## src/rtl/pct_pkg.sv

```systemverilog
package pct_pkg;
    localparam int NUM_CH = 2;

    typedef enum logic [1:0] {
        CM_UP   = 2'd0,
        CM_DOWN = 2'd1,
        CM_UPDN = 2'd2,
        CM_ALT  = 2'd3
    } cnt_mode_e;

    typedef enum logic [1:0] {
        ST_IDLE = 2'd0,
        ST_UP   = 2'd1,
        ST_DOWN = 2'd2
    } run_state_e;

    typedef enum logic [1:0] {
        TRG_NONE = 2'd0,
        TRG_RISE = 2'd1,
        TRG_FALL = 2'd2,
        TRG_BOTH = 2'd3
    } trig_e;
endpackage

```

## src/rtl/pct_counter.sv

```systemverilog
module pct_counter
    import pct_pkg::*;
#(
    parameter int            CW        = 16,
    parameter logic [CW-1:0] MAX_RESET = '1
) (
    input  logic          clk,
    input  logic          rst_n,
    input  logic [1:0]    mode,
    input  logic          one_shot,
    input  logic          start,
    input  logic          stop,
    input  logic          preset,
    input  logic          max_wr,
    input  logic [CW-1:0] max_wdata,
    output logic [CW-1:0] cnt,
    output logic          running,
    output logic          dir_up
);
    run_state_e    st_q, st_n;
    logic [CW-1:0] cnt_q, cnt_n, max_q, max_n;
    logic          max_take, shrink, is_down, is_updn;

    assign is_down  = (cnt_mode_e'(mode) == CM_DOWN);
    assign is_updn  = (cnt_mode_e'(mode) == CM_UPDN);
    assign max_take = max_wr && (max_wdata != '0);
    assign max_n    = max_take ? max_wdata : max_q;
    assign shrink   = max_take && (max_wdata < cnt_q);

    always_comb begin
        st_n  = st_q;
        cnt_n = cnt_q;
        if (preset) begin
            cnt_n = is_down ? max_n : '0;
            if (st_q != ST_IDLE) st_n = is_down ? ST_DOWN : ST_UP;
        end else if (shrink) begin
            cnt_n = '0;
            if (st_q != ST_IDLE) st_n = is_down ? ST_DOWN : ST_UP;
        end else if (!stop) begin
            unique case (st_q)
                ST_IDLE: ;
                ST_UP: begin
                    if (cnt_q >= max_n) begin
                        if (is_updn) begin
                            cnt_n = cnt_q - 1'b1;
                            st_n  = ST_DOWN;
                        end else begin
                            cnt_n = '0;
                            if (one_shot) st_n = ST_IDLE;
                        end
                    end else begin
                        cnt_n = cnt_q + 1'b1;
                    end
                end
                ST_DOWN: begin
                    if (cnt_q == '0) begin
                        if (is_updn) begin
                            if (one_shot) st_n = ST_IDLE;
                            else begin
                                cnt_n = {{(CW-1){1'b0}}, 1'b1};
                                st_n  = ST_UP;
                            end
                        end else begin
                            cnt_n = max_n;
                            if (one_shot) st_n = ST_IDLE;
                        end
                    end else begin
                        cnt_n = cnt_q - 1'b1;
                    end
                end
                default: st_n = ST_IDLE;
            endcase
        end
        if (stop)                            st_n = ST_IDLE;
        else if (start && st_q == ST_IDLE)   st_n = is_down ? ST_DOWN : ST_UP;
    end

    always_ff @(posedge clk or negedge rst_n) begin
        if (!rst_n) begin
            st_q  <= ST_IDLE;
            cnt_q <= '0;
            max_q <= MAX_RESET;
        end else begin
            st_q  <= st_n;
            cnt_q <= cnt_n;
            max_q <= max_n;
        end
    end

    always_comb begin
        cnt     = cnt_q;
        running = (st_q != ST_IDLE);
        dir_up  = (st_q != ST_DOWN);
    end

    assert_cnt_within_max_R2: assert property (@(posedge clk) disable iff (!rst_n)
        (cnt_q <= max_q) && (max_q != '0));
    assert_shrink_clears_R3: assert property (@(posedge clk) disable iff (!rst_n)
        (max_wr && max_wdata != '0 && max_wdata < cnt_q && !preset) |=> (cnt_q == '0));
    assert_repeat_keeps_running_R7: assert property (@(posedge clk) disable iff (!rst_n)
        (st_q != ST_IDLE && !stop && !one_shot) |=> (st_q != ST_IDLE));
    assert_start_runs_R8: assert property (@(posedge clk) disable iff (!rst_n)
        (st_q == ST_IDLE && start && !stop) |=> (st_q != ST_IDLE));
endmodule

```

## src/rtl/pct_channel.sv

```systemverilog
module pct_channel
    import pct_pkg::*;
#(
    parameter int CW = 16
) (
    input  logic          clk,
    input  logic          rst_n,
    input  logic [CW-1:0] cnt,
    input  logic          running,
    input  logic          capture,
    input  logic [1:0]    trig,
    input  logic          inv,
    input  logic          pair,
    input  logic          ccr_wr,
    input  logic [CW-1:0] ccr_wdata,
    input  logic          cap_in,
    input  logic          clr_hit,
    input  logic          clr_ovw,
    input  logic          nb_hit,
    output logic          cmp_hit,
    output logic [CW-1:0] ccr_q,
    output logic          hit_q,
    output logic          ovw_q,
    output logic          tout
);
    logic cap_prev, act_q, rise, fall, edge_sel, cap_evt, end_evt, top_evt;

    assign rise = cap_in && !cap_prev;
    assign fall = !cap_in && cap_prev;

    always_comb begin
        unique case (trig_e'(trig))
            TRG_NONE: edge_sel = 1'b0;
            TRG_RISE: edge_sel = rise;
            TRG_FALL: edge_sel = fall;
            TRG_BOTH: edge_sel = rise || fall;
            default:  edge_sel = 1'b0;
        endcase
    end

    assign cap_evt = capture && edge_sel;
    assign cmp_hit = running && !capture && (cnt == ccr_q);
    assign top_evt = running && (cnt == '0);
    assign end_evt = pair ? nb_hit : cmp_hit;

    always_ff @(posedge clk or negedge rst_n) begin
        if (!rst_n) begin
            cap_prev <= 1'b0;
            ccr_q    <= '0;
            hit_q    <= 1'b0;
            ovw_q    <= 1'b0;
            act_q    <= 1'b0;
        end else begin
            cap_prev <= cap_in;
            if (cap_evt)     ccr_q <= cnt;
            else if (ccr_wr) ccr_q <= ccr_wdata;
            hit_q <= (hit_q && !clr_hit) || cap_evt || cmp_hit;
            ovw_q <= (ovw_q && !clr_ovw) || (cap_evt && hit_q);
            if (capture)      act_q <= 1'b0;
            else if (end_evt) act_q <= 1'b0;
            else if (top_evt) act_q <= 1'b1;
        end
    end

    assign tout = act_q ^ inv;

    assert_ovw_needs_hit_R11: assert property (@(posedge clk) disable iff (!rst_n)
        $rose(ovw_q) |-> hit_q);
    assert_capture_idle_level_R13: assert property (@(posedge clk) disable iff (!rst_n)
        (capture && $past(capture)) |-> (tout == inv));
    assert_no_trigger_holds_R10: assert property (@(posedge clk) disable iff (!rst_n)
        (capture && trig == 2'b00 && !ccr_wr) |=> $stable(ccr_q));
    assert_hit_sets_flag_R9: assert property (@(posedge clk) disable iff (!rst_n)
        cmp_hit |=> hit_q);
endmodule

```

## src/rtl/pwm_capture_timer.sv

```systemverilog
module pwm_capture_timer
    import pct_pkg::*;
#(
    parameter int            CW        = 16,
    parameter logic [CW-1:0] MAX_RESET = '1
) (
    input  logic                clk,
    input  logic                rst_n,
    input  logic [1:0]          cnt_mode,
    input  logic                one_shot,
    input  logic                start,
    input  logic                stop,
    input  logic                preset,
    input  logic                max_wr,
    input  logic [CW-1:0]       max_wdata,
    input  logic [NUM_CH-1:0]   ch_capture,
    input  logic [2*NUM_CH-1:0] ch_trig,
    input  logic [NUM_CH-1:0]   ch_inv,
    input  logic [NUM_CH-1:0]   ch_pair,
    input  logic [NUM_CH-1:0]   ccr_wr,
    input  logic [CW-1:0]       ccr_wdata,
    input  logic [NUM_CH-1:0]   cap_in,
    input  logic [NUM_CH-1:0]   clr_hit,
    input  logic [NUM_CH-1:0]   clr_ovw,
    output logic [CW-1:0]       count,
    output logic                running,
    output logic                dir_up,
    output logic [CW-1:0]       ccr0_q,
    output logic [CW-1:0]       ccr1_q,
    output logic [NUM_CH-1:0]   hit_flag,
    output logic [NUM_CH-1:0]   ovw_flag,
    output logic [NUM_CH-1:0]   tout
);
    logic [CW-1:0]     cnt_w;
    logic              run_w;
    logic [NUM_CH-1:0] hit_pulse;
    logic [CW-1:0]     ccr_arr [NUM_CH];

    pct_counter #(.CW(CW), .MAX_RESET(MAX_RESET)) u_counter (
        .clk(clk), .rst_n(rst_n), .mode(cnt_mode), .one_shot(one_shot),
        .start(start), .stop(stop), .preset(preset),
        .max_wr(max_wr), .max_wdata(max_wdata),
        .cnt(cnt_w), .running(run_w), .dir_up(dir_up)
    );

    for (genvar i = 0; i < NUM_CH; i++) begin : g_ch
        pct_channel #(.CW(CW)) u_ch (
            .clk(clk), .rst_n(rst_n), .cnt(cnt_w), .running(run_w),
            .capture(ch_capture[i]), .trig(ch_trig[2*i +: 2]),
            .inv(ch_inv[i]), .pair(ch_pair[i]),
            .ccr_wr(ccr_wr[i]), .ccr_wdata(ccr_wdata),
            .cap_in(cap_in[i]), .clr_hit(clr_hit[i]), .clr_ovw(clr_ovw[i]),
            .nb_hit(hit_pulse[NUM_CH-1-i]), .cmp_hit(hit_pulse[i]),
            .ccr_q(ccr_arr[i]), .hit_q(hit_flag[i]), .ovw_q(ovw_flag[i]),
            .tout(tout[i])
        );
    end

    assign count   = cnt_w;
    assign running = run_w;
    assign ccr0_q  = ccr_arr[0];
    assign ccr1_q  = ccr_arr[1];
endmodule

```

## config.mk

```make
export PLATFORM = sky130hd
export DESIGN_NAME = pwm_capture_timer
export DESIGN_NICKNAME = d
export VERILOG_FILES = /design/src/rtl/pct_pkg.sv /design/src/rtl/pct_counter.sv /design/src/rtl/pct_channel.sv /design/src/rtl/pwm_capture_timer.sv
export SDC_FILE = /design/constraint.sdc
export NUM_CORES = 1
export LEC_CHECK = 0
export ABC_AREA = 1
export BUFFER_PORTS_ARGS = -buffer_cell sky130_fd_sc_hd__buf_2
export CORE_MARGIN = 5
export CORE_UTILIZATION = 32
export DETAILED_ROUTE_END_ITERATION = 6
export GPL_TIMING_DRIVEN = 0
export PLACE_DENSITY = 0.6
export SETUP_SLACK_MARGIN = 0.5
export SLEW_MARGIN = 10
export SYNTH_ARGS = -nofsm -noshare
export SYNTH_HDL_FRONTEND = slang
export SYNTH_HIERARCHICAL = 1
export SYNTH_SLANG_ARGS = --single-unit
```

## constraint.sdc

```tcl
create_clock -name clk -period 3.2 [get_ports clk]
set_input_delay 0.32 -clock clk [delete_from_list [all_inputs] [get_ports clk]]
set_output_delay 0.32 -clock clk [all_outputs]
set_load 0.01 [all_outputs]
```

==> key figures, run 1 <==
Power
  • Register share of total power: 23.7%
  • Switching share of power: 49.84%
  • Cell leakage power: 4.539 nW
  • PwrDens: 788.9 mW/mm²
  • Part of the power in the clock network: 15.3%
  • Max rail drop VDD: 0.0003353 V
  • Internal Pwr Total: 3.663 mW
  • Combinational cell fraction of total power: 60.9%
  • Net switching power of the design: 3.640 mW

Timing
  • Final setup vio count: 0
  • Final Hold Vio Count: 0
  • Fin Hold WS: 106.4 ps
  • Fmax: 363.1 MHz
  • Transition at the pin with the smallest max-transition slack: 662.7 ps
  • Total negative setup slack: 0 ps
  • Portion of the clock cycle consumed by the worst path in the final layout: 86.06%
  • Minimum period implied by the final worst setup slack: 2754 ps
  • Unrepaired setup endpoints after global routing: yes
  • Clock skew after layout: 2.827 ps
  • Max-slew headroom: 55.82%
  • Final count of pins violating max slew: 0

Clock tree
  • CTS Root Cell: sky130_fd_sc_hd__clkbuf_16
  • Clock buffer depth: 2
  • Clock-pin slew on the worst setup and hold paths: 60 ps
  • H-tree depth: 3
  • TritonCTS clock tree: yes
  • Insertion delay of the later-clocked pin in the worst-skew pair: 350 ps
  • TritonCTS buffer count: 9
  • Sink count of the clock tree: 74

Synth
  • Post-synth cell types: 50
  • Synth area leaders: sky130_fd_sc_hd__dfrtp_1 (21%), sky130_fd_sc_hd__nand2_1 (12%), sky130_fd_sc_hd__ha_1 (7.5%)
  • Syn_nets: 1117
  • Count of flip-flops with a built-in enable after synthesis: 0
  • Number of flip-flops and latches in the synthesized netlist: 74
  • Mapped cell area: 0.006989 mm²
  • Yosys warning count: 6
  • Sequential cell area fraction in the yosys report: 26.78%
  • Post-Synthesis Mean Instance Area: 6.879 µm²
  • Dominant cell type by area after synthesis: sky130_fd_sc_hd__dfrtp_1
  • Share of async-settable or async-resettable flops after synthesis: 100.0%
  • Number of standard cells after synthesis: 1016
  • Most used flip-flop cell after synthesis: sky130_fd_sc_hd__dfrtp_1
  • Proportion of netlist area held by the largest area contributor: 20.77%

Setup path
  • Setup slack of the worst register-to-register path: 450 ps
  • Type of the worst setup path: flip-flop to flip-flop
  • Critical path endpoint: u_counter/cnt[13]
  • Element type at the critical path start: flip-flop
  • Length in cells of the worst reg-to-reg path: 14
  • Data arrival, critical path: 3030 ps
  • Worst reg2reg path endpoint: u_counter/cnt[13]
  • Worst flop-to-flop path startpoint: u_counter/cnt[8]
  • CP Max Fanout: 10
  • Max stage delay cell, worst path: sky130_fd_sc_hd__dfrtp_2
  • Required time at the endpoint of the critical path: 3480 ps
  • Highest cell delay on the worst timing path: 520 ps
  • Nature of the critical path endpoint: flip-flop
  • Critical path origin: u_counter/cnt[8]
  • Critical path cell sequence: buf_4 > inv_1 > ha_1 > nand2_1 > nor3_1 > o21ai_1 > nand3_1 > nand2_4 > inv_2 > nand2_4 > buf_6 > o21ai_0 > inv_1 > a21oi_2

Floorplan
  • Core Footprint: 0.02169 mm²
  • Ports placed on the boundary: 115
  • Die X-Extent: 157.8 µm
  • Chip height: 157.8 µm
  • Die ar.: 0.02490 mm²
  • Starting Density: 32.23%
  • Row count: 54

Cells and area
  • Antenna Cells: 0
  • Share of layout cells above drive strength 1: 33.78%
  • Filler cell count: 2213
  • Relative area change from synthesis to final layout: 32.46%
  • Total Nets Final: 1288

Hold path
  • Class of the tightest hold or removal check: input port to flip-flop
  • Hold path startpoint: cap_in[1]

Global route
  • Largest net degree at the start of global routing: 46
  • Overall overflow remaining after global route: 0
  • Antenna violations before repair: 0
  • Global router's overall resource usage: 20.65%
  • Global-route wire length before repair: 39700 µm
  • Vias in the first global route: 7116

Drt
  • Routed vias: 7476
  • Length of the first detailed-routing pass in iterations: 5
  • Vias per Instance: 5.086
  • Total DRC errors in the routed layout: 0
  • Number of nets still failing antenna checks after routing: 0
  • Total Wirelength: 26220 µm
  • Initial drt markers: 595
  • Detail-routed net length per standard cell: 17.83 µm

Flow run
  • Number of max-cap violations: 0

Placement
  • Buffers added on ports: 112
  • Detail Placement HPWL: 19250 µm
  • GP Congestion: 0.9742

Status
  • Outcome: finished clean
power by group through the flow:
| stage | Combinational, mW | Sequential (mW) | Clock, mW |
|---|---|---|---|
| final | 4.45 | 1.73 | 1.12 |
| after global routing | 4.92 | 1.77 | 1.18 |
| after CTS | 3.94 | 1.79 | 1.14 |
| after detailed placement | 3.57 | 1.77 | 0 |
| after global placement | 3.53 | 1.77 | 0 |
| after floorplan | 2.53 | 1.61 | 0 |
final cells by class:
type	count	area [µm²]	share of cell area [%]
multi-input combinational	761	4688	50.64
sequential	74	1908	20.61
tap	280	350.3	3.784
clock inverter	5	81.33	0.8785
clock buffer	9	225.2	2.433
inverter	148	575.6	6.217
buffer	33	321.6	3.473
timing repair buffer	160	1107	11.96
cells by family (layout without fill, tap and decap cells):
| logic type | Yosys count | in the layout | share of synthesized area, % |
|---|---|---|---|
| buffers and inverters | 181 | 355 | 11.87 |
| xor gates and xnor gates | 31 | 31 | 3.885 |
| adders and majority gates | 42 | 42 | 7.519 |
| DFF | 74 | 74 | 26.78 |
| and+or+nand+nor | 544 | 544 | 35.50 |
| AOI/OAI and AO/OA | 144 | 144 | 14.45 |
what timing repair did:
item / in CTS / in global routing
gates cloned: 4 / 1
hold buffers: 1 / 0
endpoints found under the hold margin: 17 / 0
gates resized for setup: 88 / 85
pin swaps: 43 / 56
endpoints found under the setup margin: 19 / 20
setup buffers: 19 / 22
sequential cells by signal, summed over array words and instances, names as in the netlist:
name / cells
g_ch.u_ch/cap_prev: 2
g_ch.u_ch/ovw_q: 2
u_counter/st_q: 2
g_ch.u_ch/ccr_q: 32
g_ch.u_ch/hit_q: 2
g_ch.u_ch/act_q: 2
u_counter/cnt: 16
u_counter/max_q: 16
Yosys cell counts (3+ instances only):
cell / instances
sky130_fd_sc_hd__a211oi_1: 4
sky130_fd_sc_hd__a21oi_1: 45
sky130_fd_sc_hd__a21oi_2: 10
sky130_fd_sc_hd__buf_1: 3
sky130_fd_sc_hd__buf_2: 7
sky130_fd_sc_hd__buf_4: 4
sky130_fd_sc_hd__buf_6: 11
sky130_fd_sc_hd__clkbuf_1: 6
sky130_fd_sc_hd__clkinv_1: 3
sky130_fd_sc_hd__dfrtp_1: 58
sky130_fd_sc_hd__dfstp_2: 16
sky130_fd_sc_hd__ha_1: 42
sky130_fd_sc_hd__inv_1: 132
sky130_fd_sc_hd__inv_2: 10
sky130_fd_sc_hd__nand2_1: 227
sky130_fd_sc_hd__nand2_2: 7
sky130_fd_sc_hd__nand2_4: 6
sky130_fd_sc_hd__nand3_1: 91
sky130_fd_sc_hd__nand3_2: 6
sky130_fd_sc_hd__nand3b_1: 12
sky130_fd_sc_hd__nand4_1: 13
sky130_fd_sc_hd__nor2_1: 137
sky130_fd_sc_hd__nor2_2: 6
sky130_fd_sc_hd__nor2_4: 5
sky130_fd_sc_hd__nor3_1: 14
sky130_fd_sc_hd__nor4_1: 4
sky130_fd_sc_hd__o211ai_1: 6
sky130_fd_sc_hd__o211ai_2: 26
sky130_fd_sc_hd__o21ai_0: 33
sky130_fd_sc_hd__o21ai_1: 9
sky130_fd_sc_hd__o21ai_2: 3
sky130_fd_sc_hd__or2_0: 3
sky130_fd_sc_hd__or2_2: 5
sky130_fd_sc_hd__xnor2_1: 5
sky130_fd_sc_hd__xor2_1: 26
worst min-delay path by stage:
| stage | endpoint | slack [ps] | cells after the start |
|---|---|---|---|
| after floorplan | g_ch[0].u_ch/act_q | 20 | 0 |
| after global routing | g_ch[0].u_ch/cap_prev | 100 | 1 |
| final | g_ch[1].u_ch/cap_prev | 110 | 1 |
| after CTS | g_ch[0].u_ch/cap_prev | 90 | 1 |
| after global placement | g_ch[0].u_ch/cap_prev | 460 | 1 |
| after detailed placement | g_ch[0].u_ch/ccr_q[3] | 290 | 1 |
metrics by stage:
step / cells / setup slack [ps] / power, mW / utilization, % / instance area [µm²]
after detailed placement: 1409 / -525.0 / 5.341 / 36.59 / 7936
final: 1470 / 446.0 / 7.304 / 42.68 / 9258
after global routing: 1470 / 315.6 / 7.870 / 42.68 / 9258
after floorplan: 1016 / 506.1 / 4.140 / - / 6995
after global placement: 1408 / -598.3 / 5.299 / 36.45 / 7906
after CTS: 1447 / 397.1 / 6.873 / 40.42 / 8767
placed cells by master (no fill, tap or decap), types with 10 or more instances in the layout:
| cell | netlist | layout |
|---|---|---|
| sky130_fd_sc_hd__nand2_4 | 6 | 11 |
| sky130_fd_sc_hd__dfrtp_1 | 58 | 43 |
| sky130_fd_sc_hd__buf_2 | 7 | 108 |
| sky130_fd_sc_hd__nand3_2 | 6 | 15 |
| sky130_fd_sc_hd__buf_6 | 11 | 21 |
| sky130_fd_sc_hd__o21ai_1 | 9 | 11 |
| sky130_fd_sc_hd__nor2_2 | 6 | 10 |
| sky130_fd_sc_hd__nand4_1 | 13 | 13 |
| sky130_fd_sc_hd__buf_4 | 4 | 39 |
| sky130_fd_sc_hd__o21ai_0 | 33 | 24 |
| sky130_fd_sc_hd__nor3_1 | 14 | 11 |
| sky130_fd_sc_hd__nand2_2 | 7 | 29 |
| sky130_fd_sc_hd__dfstp_2 | 16 | 16 |
| sky130_fd_sc_hd__clkbuf_16 | 0 | 11 |
| sky130_fd_sc_hd__ha_1 | 42 | 36 |
| sky130_fd_sc_hd__a21oi_1 | 45 | 37 |
| sky130_fd_sc_hd__o211ai_2 | 26 | 26 |
| sky130_fd_sc_hd__nand2_1 | 227 | 198 |
| sky130_fd_sc_hd__nand3_1 | 91 | 81 |
| sky130_fd_sc_hd__nand3b_1 | 12 | 12 |
| sky130_fd_sc_hd__inv_1 | 132 | 126 |
| sky130_fd_sc_hd__inv_2 | 10 | 14 |
| sky130_fd_sc_hd__nor2_1 | 137 | 130 |
| sky130_fd_sc_hd__xor2_1 | 26 | 26 |
| sky130_fd_sc_hd__a21oi_2 | 10 | 18 |
worst max-delay path: cells and delay by family (launching register included):
| family | cells | cell delay, ps |
|---|---|---|
| adders and majority gates | 1 | 290 |
| DFF | 1 | 520 |
| AOI/OAI and AO/OA | 3 | 340 |
| buffers and inverters | 5 | 830 |
| and+or+nand+nor | 5 | 690 |
metal layers:
metal  vias to the layer above  wire [µm]  share of wire [%]  global-route usage [%]
li1                       3634          -                  -                       -
met3                        49       2202                8.4                   3.499
met2                       334      11750                 45                   33.00
met5                         -          0                  0                       0
met4                         0        784                3.0                   7.497
met1                      3459      11480                 44                   28.10
(Power assumes the default switching activity.)
==> run 2, diff against run 1 <==
--- a/config.mk
+++ b/config.mk
@@ -7,6 +7,7 @@
 export LEC_CHECK = 0
 export ABC_AREA = 1
 export BUFFER_PORTS_ARGS = -buffer_cell sky130_fd_sc_hd__buf_2
+export CORE_ASPECT_RATIO = 0.5
 export CORE_MARGIN = 5
 export CORE_UTILIZATION = 32
 export DETAILED_ROUTE_END_ITERATION = 6
==> run 2 against run 1 <==
  * Final area down 2.9%
  * Cell count up 0.75%
  * Power down 3.3%
  * Register-to-register slack better by 140 ps
  * Highest routed layer unchanged
  * Die area up 0.72%
  * Via count down 0.98%
  * Maximum frequency up 1.5%
  * Largest cell class unchanged
  * Clock power down 5%
  * Non-clock buffer count down 10
  * Worst hold slack worse by 2.8 ps
==> key figures, run 2 (synthesis gave the netlist of run 1 again) <==
Setup path
  • Required time at the endpoint of the critical path: 3440 ps (-40 ps)
  • Element type at the critical path start: input port
  • Worst reg2reg path endpoint: u_counter/cnt[14]
  • Type of the worst setup path: input port to flip-flop
  • Nature of the critical path endpoint: flip-flop
  • Worst flop-to-flop path startpoint: u_counter/cnt[7]
  • Setup slack of the worst register-to-register path: 590 ps (+140 ps)
  • Data arrival, critical path: 2960 ps (-70 ps)
  • Length in cells of the worst reg-to-reg path: 13 (-1)
  • CP Max Fanout: 10 (unchanged)

Hold path
  • Cell depth of the worst hold path: 1 (unchanged)
  • Class of the tightest hold or removal check: input port to flip-flop
  • Hold path startpoint: cap_in[1]
  • Hold Path End: g_ch[1].u_ch/cap_prev

Global route
  • Largest net degree at the start of global routing: 55 (+20%)
  • Global-route wire length before repair: 39680 µm (about the same)
  • Global router's overall resource usage: 20.34% (-0.32 points)
  • Vias in the first global route: 7098 (-0.25%)
  • Antenna violations before repair: 0 (unchanged)
  • Overall overflow remaining after global route: 0 (unchanged)

Power
  • Register share of total power: 23.5% (-0.2 points)
  • Part of the power in the clock network: 15.0% (-0.3 points)
  • Combinational cell fraction of total power: 61.4% (+0.5 points)
  • PwrDens: 785.4 mW/mm² (-0.45%)
  • Cell leakage power: 4.440 nW (-2.2%)
  • Total chip power: 7.061 mW (-3.3%)
  • Switching share of power: 50.62% (+0.78 points)
  • Net switching power of the design: 3.574 mW (-1.8%)
  • Max rail drop VDD: 0.0002706 V (-19%)
  • Internal Pwr Total: 3.487 mW (-4.8%)

Clock tree
  • Clock-pin slew on the worst setup and hold paths: 60 ps (about the same)
  • TritonCTS clock tree: yes
  • Sink count of the clock tree: 74 (unchanged)
  • H-tree depth: 3 (unchanged)
  • Insertion delay of the later-clocked pin in the worst-skew pair: 350 ps (about the same)
  • CTS Root Cell: sky130_fd_sc_hd__clkbuf_16
  • TritonCTS buffer count: 9 (unchanged)
  • Clock buffer depth: 2 (unchanged)

Cells and area
  • Post-layout util: 41.65% (-1.0 points)
  • Post-route cell area: 0.008991 mm² (-2.9%)
  • Total Nets Final: 1278 (-0.78%)
  • Highest-count cells in the layout ignoring fill and taps: sky130_fd_sc_hd__nand2_1 (205), sky130_fd_sc_hd__inv_1 (131), sky130_fd_sc_hd__nor2_1 (129)
  • Largest register FFs: 32 (unchanged)
  • Non-filler cells in the finished layout: 1481 (+0.75%)
  • Share of layout cells above drive strength 1: 31.33% (-2.5 points)
  • Biggest register: g_ch.u_ch/ccr_q
  • Antenna Cells: 0 (unchanged)
  • Filler cell count: 2279 (+3.0%)
  • Leading cell type in the layout, fill and taps excluded: sky130_fd_sc_hd__nand2_1
  • Relative area change from synthesis to final layout: 28.64%

Timing
  • Final Hold Vio Count: 0 (unchanged)
  • Clock skew after layout: 5.922 ps (+3.095 ps)
  • Fmax: 368.5 MHz (+1.5%)
  • Final setup vio count: 0 (unchanged)
  • Minimum period implied by the final worst setup slack: 2714 ps (-40.10 ps)
  • Fin Hold WS: 103.5 ps (-2.839 ps)
  • Max-slew headroom: 59.36% (+3.5 points)
  • Final count of pins violating max slew: 0 (unchanged)
  • Transition at the pin with the smallest max-transition slack: 609.6 ps (-53.11 ps)
  • Slack of the critical path: 486.1 ps (+40.10 ps)
  • Unrepaired setup endpoints after global routing: yes
  • Portion of the clock cycle consumed by the worst path in the final layout: 84.81% (-1.3 points)
  • Total negative setup slack: 0 ps (unchanged)

Status
  • Outcome: finished clean

Drt
  • Number of nets still failing antenna checks after routing: 0 (unchanged)
  • Length of the first detailed-routing pass in iterations: 6 (+1)
  • Total DRC errors in the routed layout: 0 (unchanged)
  • Initial drt markers: 576 (-3.2%)
  • Detail-routed net length per standard cell: 17.51 µm (-1.8%)
  • Vias per Instance: 4.999 (-1.7%)
  • Total Wirelength: 25930 µm (-1.1%)
  • Routed vias: 7403 (-0.98%)

Floorplan
  • Starting Density: 32.38% (+0.15 points)
  • Die ar.: 0.02508 mm² (+0.72%)
  • Row count: 38 (-30%)
  • Die X-Extent: 219.0 µm (+39%)
  • Core Footprint: 0.02159 mm² (-0.47%)
  • Ports placed on the boundary: 115 (unchanged)
  • Chip height: 114.5 µm (-27%)

Placement
  • Post-Place Setup Slack: -553.8 ps (-28.78 ps)
  • Post-Place Cell Area: 0.007961 mm² (+0.32%)
  • Placed cell count: 1429 (+1.4%)
  • Buffers added on ports: 112 (unchanged)
  • Detail Placement HPWL: 19710 µm (+2.4%)
  • GP Congestion: 0.9636 (-1.1%)

Flow run
  • Number of max-cap violations: 0 (unchanged)
## run 2: changes by cell type in the layout (fill, tap and decap cells not counted), sizes merged
cell / delta
buf: -10
bufinv: -1
clkbuf: +2
clkinvlp: -2
inv: +2
## run 2: worst max-delay path by stage
stage | cells after the start | end | startpoint
after floorplan | 21 | u_counter/cnt[6] | max_wdata[11]
after global placement | 20 | u_counter/cnt[1] | max_wdata[7]
after detailed placement | 20 | u_counter/cnt[1] | max_wdata[7]
after CTS | 13 | u_counter/cnt[1] | u_counter/cnt[7]
after global routing | 27 | u_counter/cnt[15] | max_wdata[6]
final | 22 | u_counter/cnt[1] | max_wdata[15]
## run 2: cell type report
| type | instances | area [µm²] | share of cell area (%) |
|---|---|---|---|
| clock buffer | 11 | 232.7 | 2.588 |
| inverter | 148 | 571.8 | 6.360 |
| clock inverter | 4 | 52.55 | 0.5845 |
| tap | 300 | 375.4 | 4.175 |
| buffer | 33 | 311.5 | 3.465 |
| timing repair buffer | 150 | 953.4 | 10.60 |
| sequential | 74 | 1902 | 21.15 |
| multi-input combinational | 761 | 4592 | 51.07 |
## run 2: repair_timing
action,4_1_cts,5_1_grt
cloned,0,2
hold buffers,1,0
hold endpoints to repair,20,0
buffers inserted,18,16
setup endpoints to repair,19,18
resized for setup,63,68
pin swaps,7,34
## run 2: layer usage
metal / global-route usage, % / share of wire [%] / vias up
met5: 0 / 0 / -
met4: 6.773 / 2.3 / 0
met3: 3.250 / 6.0 / 46
met2: 31.80 / 45 / 251
met1: 28.78 / 47 / 3491
li1: - / - / 3615
## run 2: power groups by stage
| stage | combinational [mW] | sequential, mW | clock [mW] |
|---|---|---|---|
| after floorplan | 2.53 | 1.61 | 0 |
| after global placement | 3.52 | 1.76 | 0 |
| after detailed placement | 3.58 | 1.77 | 0 |
| after CTS | 3.89 | 1.68 | 1.08 |
| after global routing | 4.79 | 1.70 | 1.11 |
| final | 4.34 | 1.66 | 1.06 |
## run 2: worst max-delay path, cell delays in order
cell and delay (ps):
sky130_fd_sc_hd__buf_2 140, sky130_fd_sc_hd__nor2_2 110, sky130_fd_sc_hd__nand2_1 50, sky130_fd_sc_hd__nor2_1 80, sky130_fd_sc_hd__nand2_1 80, sky130_fd_sc_hd__nand2_2 110
sky130_fd_sc_hd__inv_2 60, sky130_fd_sc_hd__buf_6 140, sky130_fd_sc_hd__or2_2 300, sky130_fd_sc_hd__o21ai_4 110, sky130_fd_sc_hd__ha_2 220, sky130_fd_sc_hd__a21oi_2 60
sky130_fd_sc_hd__nor2_1 110, sky130_fd_sc_hd__a211oi_2 70, sky130_fd_sc_hd__nor2_2 150, sky130_fd_sc_hd__nor2_4 60, sky130_fd_sc_hd__buf_4 170, sky130_fd_sc_hd__buf_4 140
sky130_fd_sc_hd__nand3_1 80, sky130_fd_sc_hd__nand3_1 100, sky130_fd_sc_hd__a21oi_2 230, sky130_fd_sc_hd__nor2_1 50
==> run 3, diff against run 2 <==
--- a/config.mk
+++ b/config.mk
@@ -5,14 +5,14 @@
 export SDC_FILE = /design/constraint.sdc
 export NUM_CORES = 1
 export LEC_CHECK = 0
-export ABC_AREA = 1
+export ABC_AREA = 0
 export BUFFER_PORTS_ARGS = -buffer_cell sky130_fd_sc_hd__buf_2
 export CORE_ASPECT_RATIO = 0.5
 export CORE_MARGIN = 5
 export CORE_UTILIZATION = 32
 export DETAILED_ROUTE_END_ITERATION = 6
 export GPL_TIMING_DRIVEN = 0
-export PLACE_DENSITY = 0.6
+export PLACE_DENSITY = 0.61
 export SETUP_SLACK_MARGIN = 0.5
 export SLEW_MARGIN = 10
 export SYNTH_ARGS = -nofsm -noshare
==> constraint.sdc (replaced) <==
create_clock -name clk -period 2.55 [get_ports clk]
set_input_delay 0.255 -clock clk [delete_from_list [all_inputs] [get_ports clk]]
set_output_delay 0.255 -clock clk [all_outputs]
set_load 0.01 [all_outputs]
==> run 3 against run 2 <==
  * Critical endpoint is now u_counter/cnt[7]
  * Power grew 7.0%
  * The run now ends with setup timing left
  * Sequential power about the same
  * First-iteration DRC count increased by 23%
==> key figures, run 3 <==
Status
  • Outcome: finished, violations left
  • Violations in the final reports: setup timing

Setup path
  • Nature of the critical path endpoint: flip-flop
  • Highest cell delay on the worst timing path: 370 ps (+70 ps)
  • Type of the worst setup path: input port to flip-flop
  • Critical path cell sequence: buf_8 > nor4_4 > a41o_2 > buf_12 > mux2i_4 > ha_4 > a21oi_4 > a21boi_4 > a211o_4 > a21o_4 > buf_4 > buf_6 > a21oi_2 > o21ai_1 > a21oi_1
  • CP Max Fanout: 7 (-3)
  • Element type at the critical path start: input port
  • Setup slack of the worst register-to-register path: -400 ps (-990 ps)
  • Cell family with the largest share of critical-path delay: compound AO/OA/AOI/OAI gates
  • Required time at the endpoint of the critical path: 2810 ps (-630 ps)
  • Crit path buf inv count: 4 (-1)
  • Max stage delay cell, worst path: sky130_fd_sc_hd__nor4_4
  • Data arrival, critical path: 3350 ps (+390 ps)

Synth
  • Synth area leaders: sky130_fd_sc_hd__dfrtp_1 (23%), sky130_fd_sc_hd__ha_1 (8.4%), sky130_fd_sc_hd__mux2i_1 (7.6%)
  • Number of flip-flops and latches in the synthesized netlist: 74 (unchanged)
  • Most repeated cell in the gate-level netlist after synthesis: sky130_fd_sc_hd__nand2_1
  • Post-Synthesis Mean Instance Area: 8.788 µm² (+28%)
  • Dominant cell type by area after synthesis: sky130_fd_sc_hd__dfrtp_1
  • Most common library cells after synthesis: sky130_fd_sc_hd__nand2_1 (66), sky130_fd_sc_hd__dfrtp_1 (58), sky130_fd_sc_hd__o21ai_0 (58), sky130_fd_sc_hd__mux2i_1 (48), sky130_fd_sc_hd__inv_1 (47)
  • Area share of fa/ha/maj cells after synthesis: 8.363% (+0.84 points)
  • Dominant combinational cell family by area after synthesis: compound AO/OA/AOI/OAI gates
  • Number of standard cells after synthesis: 715 (-30%)
  • Sequential cell area fraction in the yosys report: 29.79% (+3.0 points)
  • Proportion of netlist area held by the largest area contributor: 23.10% (+2.3 points)
  • Share of async-settable or async-resettable flops after synthesis: 100.0% (unchanged)
  • Compound-gate portion of the synthesized area: 19.87% (+5.4 points)
  • Multiplexer area fraction after synthesis: 8.363% (+8.4 points)
  • Post-synthesis xor/xnor area fraction: 7.806% (+3.9 points)
  • Most used flip-flop cell after synthesis: sky130_fd_sc_hd__dfrtp_1
  • Count of flip-flops with a built-in enable after synthesis: 0 (unchanged)
  • Fraction of the mapped netlist area in simple logic gates: 18.70% (-17 points)
  • Mapped cell area: 0.006284 mm² (-10%)
  • Post-synth cell types: 79 (+58%)
  • Syn_nets: 816 (-27%)
  • Yosys warning count: 6 (unchanged)

Global route
  • Met1 track demand over resource in global routing: 29.93% (+1.2 points)
  • GR Layer Usage met2: 35.41% (+3.6 points)
  • Antenna violations before repair: 1 (+1)
  • Vias in the first global route: 6696 (-5.7%)
  • Global router's overall resource usage: 22.42% (+2.1 points)
  • Global routing's busiest layer: met2
  • Overall overflow remaining after global route: 0 (unchanged)
  • Largest net degree at the start of global routing: 55 (unchanged)
  • Met3 usage: 5.634% (+2.4 points)
  • Global-route wire length before repair: 39600 µm (-0.21%)

Drt
  • Initial drt markers: 707 (+23%)
  • Number of nets still failing antenna checks after routing: 0 (unchanged)
  • Length of the first detailed-routing pass in iterations: 5 (-1)
  • Total DRC errors in the routed layout: 0 (unchanged)
  • Total Wirelength: 26900 µm (+3.7%)
  • Routed vias: 6889 (-6.9%)
  • Vias per Instance: 5.750 (+15%)
  • Detail-routed net length per standard cell: 22.46 µm (+28%)

Cells and area
  • Antenna Cells: 0 (unchanged)
  • Share of layout cells above drive strength 1: 43.24% (+12 points)
  • Largest register FFs: 32 (unchanged)
  • Leading cell type in the layout, fill and taps excluded: sky130_fd_sc_hd__buf_2
  • Relative area change from synthesis to final layout: 47.17%
  • Highest-count cells in the layout ignoring fill and taps: sky130_fd_sc_hd__buf_2 (114), sky130_fd_sc_hd__buf_4 (76), sky130_fd_sc_hd__nand2_1 (63)
  • Biggest register: g_ch.u_ch/ccr_q
  • Total Nets Final: 1028 (-20%)

Timing
  • Slack of the critical path: -544.1 ps (-1030 ps)
  • Unrepaired setup endpoints after global routing: yes
  • Minimum period implied by the final worst setup slack: 3094 ps
  • Transition at the pin with the smallest max-transition slack: 795.2 ps (+185.5 ps)
  • Final setup vio count: 18 (+18)
  • Final count of pins violating max slew: 0 (unchanged)
  • Fin Hold WS: 49.02 ps (-54.51 ps)
  • Portion of the clock cycle consumed by the worst path in the final layout: 121.3%
  • Max-slew headroom: 46.43% (-13 points)
  • Final Hold Vio Count: 0 (unchanged)
  • Fmax: 323.2 MHz
  • Clock skew after layout: 7.566 ps (+1.644 ps)

Power
  • Internal Pwr Total: 4.228 mW (+21%)
  • Cell leakage power: 3.896 nW (-12%)
  • Combinational cell fraction of total power: 58.7% (-2.7 points)
  • PwrDens: 816.8 mW/mm² (+4.0%)
  • Part of the power in the clock network: 19.6% (+4.6 points)
  • Max rail drop VDD: 0.0004182 V (+55%)
  • Net switching power of the design: 3.326 mW (-7.0%)
  • Switching share of power: 44.03% (-6.6 points)
  • Register share of total power: 21.7% (-1.8 points)

Clock tree
  • Clock buffer depth: 2 (unchanged)
  • Insertion delay of the later-clocked pin in the worst-skew pair: 350 ps (about the same)
  • TritonCTS buffer count: 9 (unchanged)
  • CTS Root Cell: sky130_fd_sc_hd__clkbuf_16
  • Sink count of the clock tree: 74 (unchanged)
  • H-tree depth: 3 (unchanged)
  • Clock-pin slew on the worst setup and hold paths: 70 ps (about the same)
  • TritonCTS clock tree: yes

Placement
  • Post-Place Setup Slack: -1737 ps (-1183 ps)
  • Buffers added on ports: 112 (unchanged)
  • Detail Placement HPWL: 18070 µm (-8.3%)
  • GP Congestion: 0.9731 (+0.99%)

Hold path
  • Class of the tightest hold or removal check: input port to flip-flop

Floorplan
  • Row count: 36 (-5.3%)
  • Chip height: 109.1 µm (-4.7%)
  • Ports placed on the boundary: 115 (unchanged)
  • Core Footprint: 0.01937 mm² (-10%)
  • Die ar.: 0.02271 mm² (-9.4%)
  • Starting Density: 32.44% (+0.063 points)
  • Die X-Extent: 208.2 µm (-4.9%)

Flow run
  • Number of max-cap violations: 0 (unchanged)
==> run 3: cell count changes in the layout (fill, tap and decap cells not counted), sizes merged, moves of 20 or more <==
cell,before,now
xnor2,5,46
nor2,148,36
buf,174,222
a21oi,55,35
mux2i,0,48
inv,145,48
nand3,97,17
nand2,240,67
o211ai,32,9
==> run 3: per-stage QoR <==
stage	TNS (ps)	util [%]	cell area [µm²]	cells	power, mW
3_5_place_dp	-29300	37.74	7310	1094	4.667
2_1_floorplan	-7342	-	6386	715	3.619
3_3_place_gp	-28720	37.58	7279	1093	4.614
4_1_cts	-6900	44.35	8591	1163	6.851
5_1_grt	-9658	47.75	9248	1198	7.877
6_report	-8395	47.75	9248	1198	7.554
==> run 3: final cells by class <==
cell class,count,area (µm²)
flip-flops and latches,74,1902
fillers,1800,10120
clock buffers,9,225.2
clock inverters,7,107.6
well taps,266,332.8
plain buffers,37,325.3
inverters,48,197.7
repair buffers,201,1405
multi-input cells,556,4752
==> run 3: cell families (layout without fill, tap and decap cells) <==
family | Yosys count | in the layout
flops | 74 | 74
xor+xnor | 56 | 56
simple gates | 220 | 220
fa+ha+maj | 42 | 42
mux | 52 | 52
buf+inv | 85 | 302
compound gates | 186 | 186
==> run 3: routing by layer <==
metal / part of all wire [%] / up-vias
li1: - / 3053
met1: 42 / 3343
met2: 45 / 413
met3: 9.8 / 78
met4: 3.1 / 2
met5: 0.048 / -
==> run 3: worst paths after layout <==
path / cells after the start / startpoint / to
min reg2reg: 1 / g_ch[0].u_ch/hit_q / g_ch[0].u_ch/hit_q
max: 15 / max_wdata[11] / u_counter/cnt[7]
min: 1 / cap_in[1] / g_ch[1].u_ch/cap_prev
max reg2reg: 12 / u_counter/cnt[3] / u_counter/cnt[0]
min in group asynchronous: 2 / rst_n / u_counter/cnt[7]
max in group asynchronous: 3 / rst_n / u_counter/max_q[12]
==> run 3: worst reg2reg max path, stage by stage, from the launching register on <==
cell and delay (ps):
sky130_fd_sc_hd__dfrtp_2 380, sky130_fd_sc_hd__buf_8 120, sky130_fd_sc_hd__clkinvlp_4 150, sky130_fd_sc_hd__ha_2 360, sky130_fd_sc_hd__o21a_1 140, sky130_fd_sc_hd__a21oi_2 80
sky130_fd_sc_hd__o311a_1 410, sky130_fd_sc_hd__o32a_1 410, sky130_fd_sc_hd__buf_6 180, sky130_fd_sc_hd__buf_4 150, sky130_fd_sc_hd__a21oi_2 170, sky130_fd_sc_hd__o311ai_4 120
sky130_fd_sc_hd__a22oi_2 190
==> run 3: repair_timing <==
action / in CTS / in global routing
resized for setup: 117 / 90
endpoints found under the setup margin: 20 / 44
hold buffers: 1 / 0
endpoints found under the hold margin: 7 / 0
buffers inserted: 51 / 33
cloned: 1 / 2
pin swaps: 42 / 43
==> run 3: power by group through the flow <==
| stage | combinational, mW | sequential [mW] | clock (mW) |
|---|---|---|---|
| floorplan | 1.88 | 1.74 | 0 |
| global placement | 2.80 | 1.82 | 0 |
| detailed placement | 2.84 | 1.82 | 0 |
| CTS | 3.69 | 1.66 | 1.51 |
| global route | 4.66 | 1.66 | 1.56 |
| finish | 4.43 | 1.64 | 1.48 |
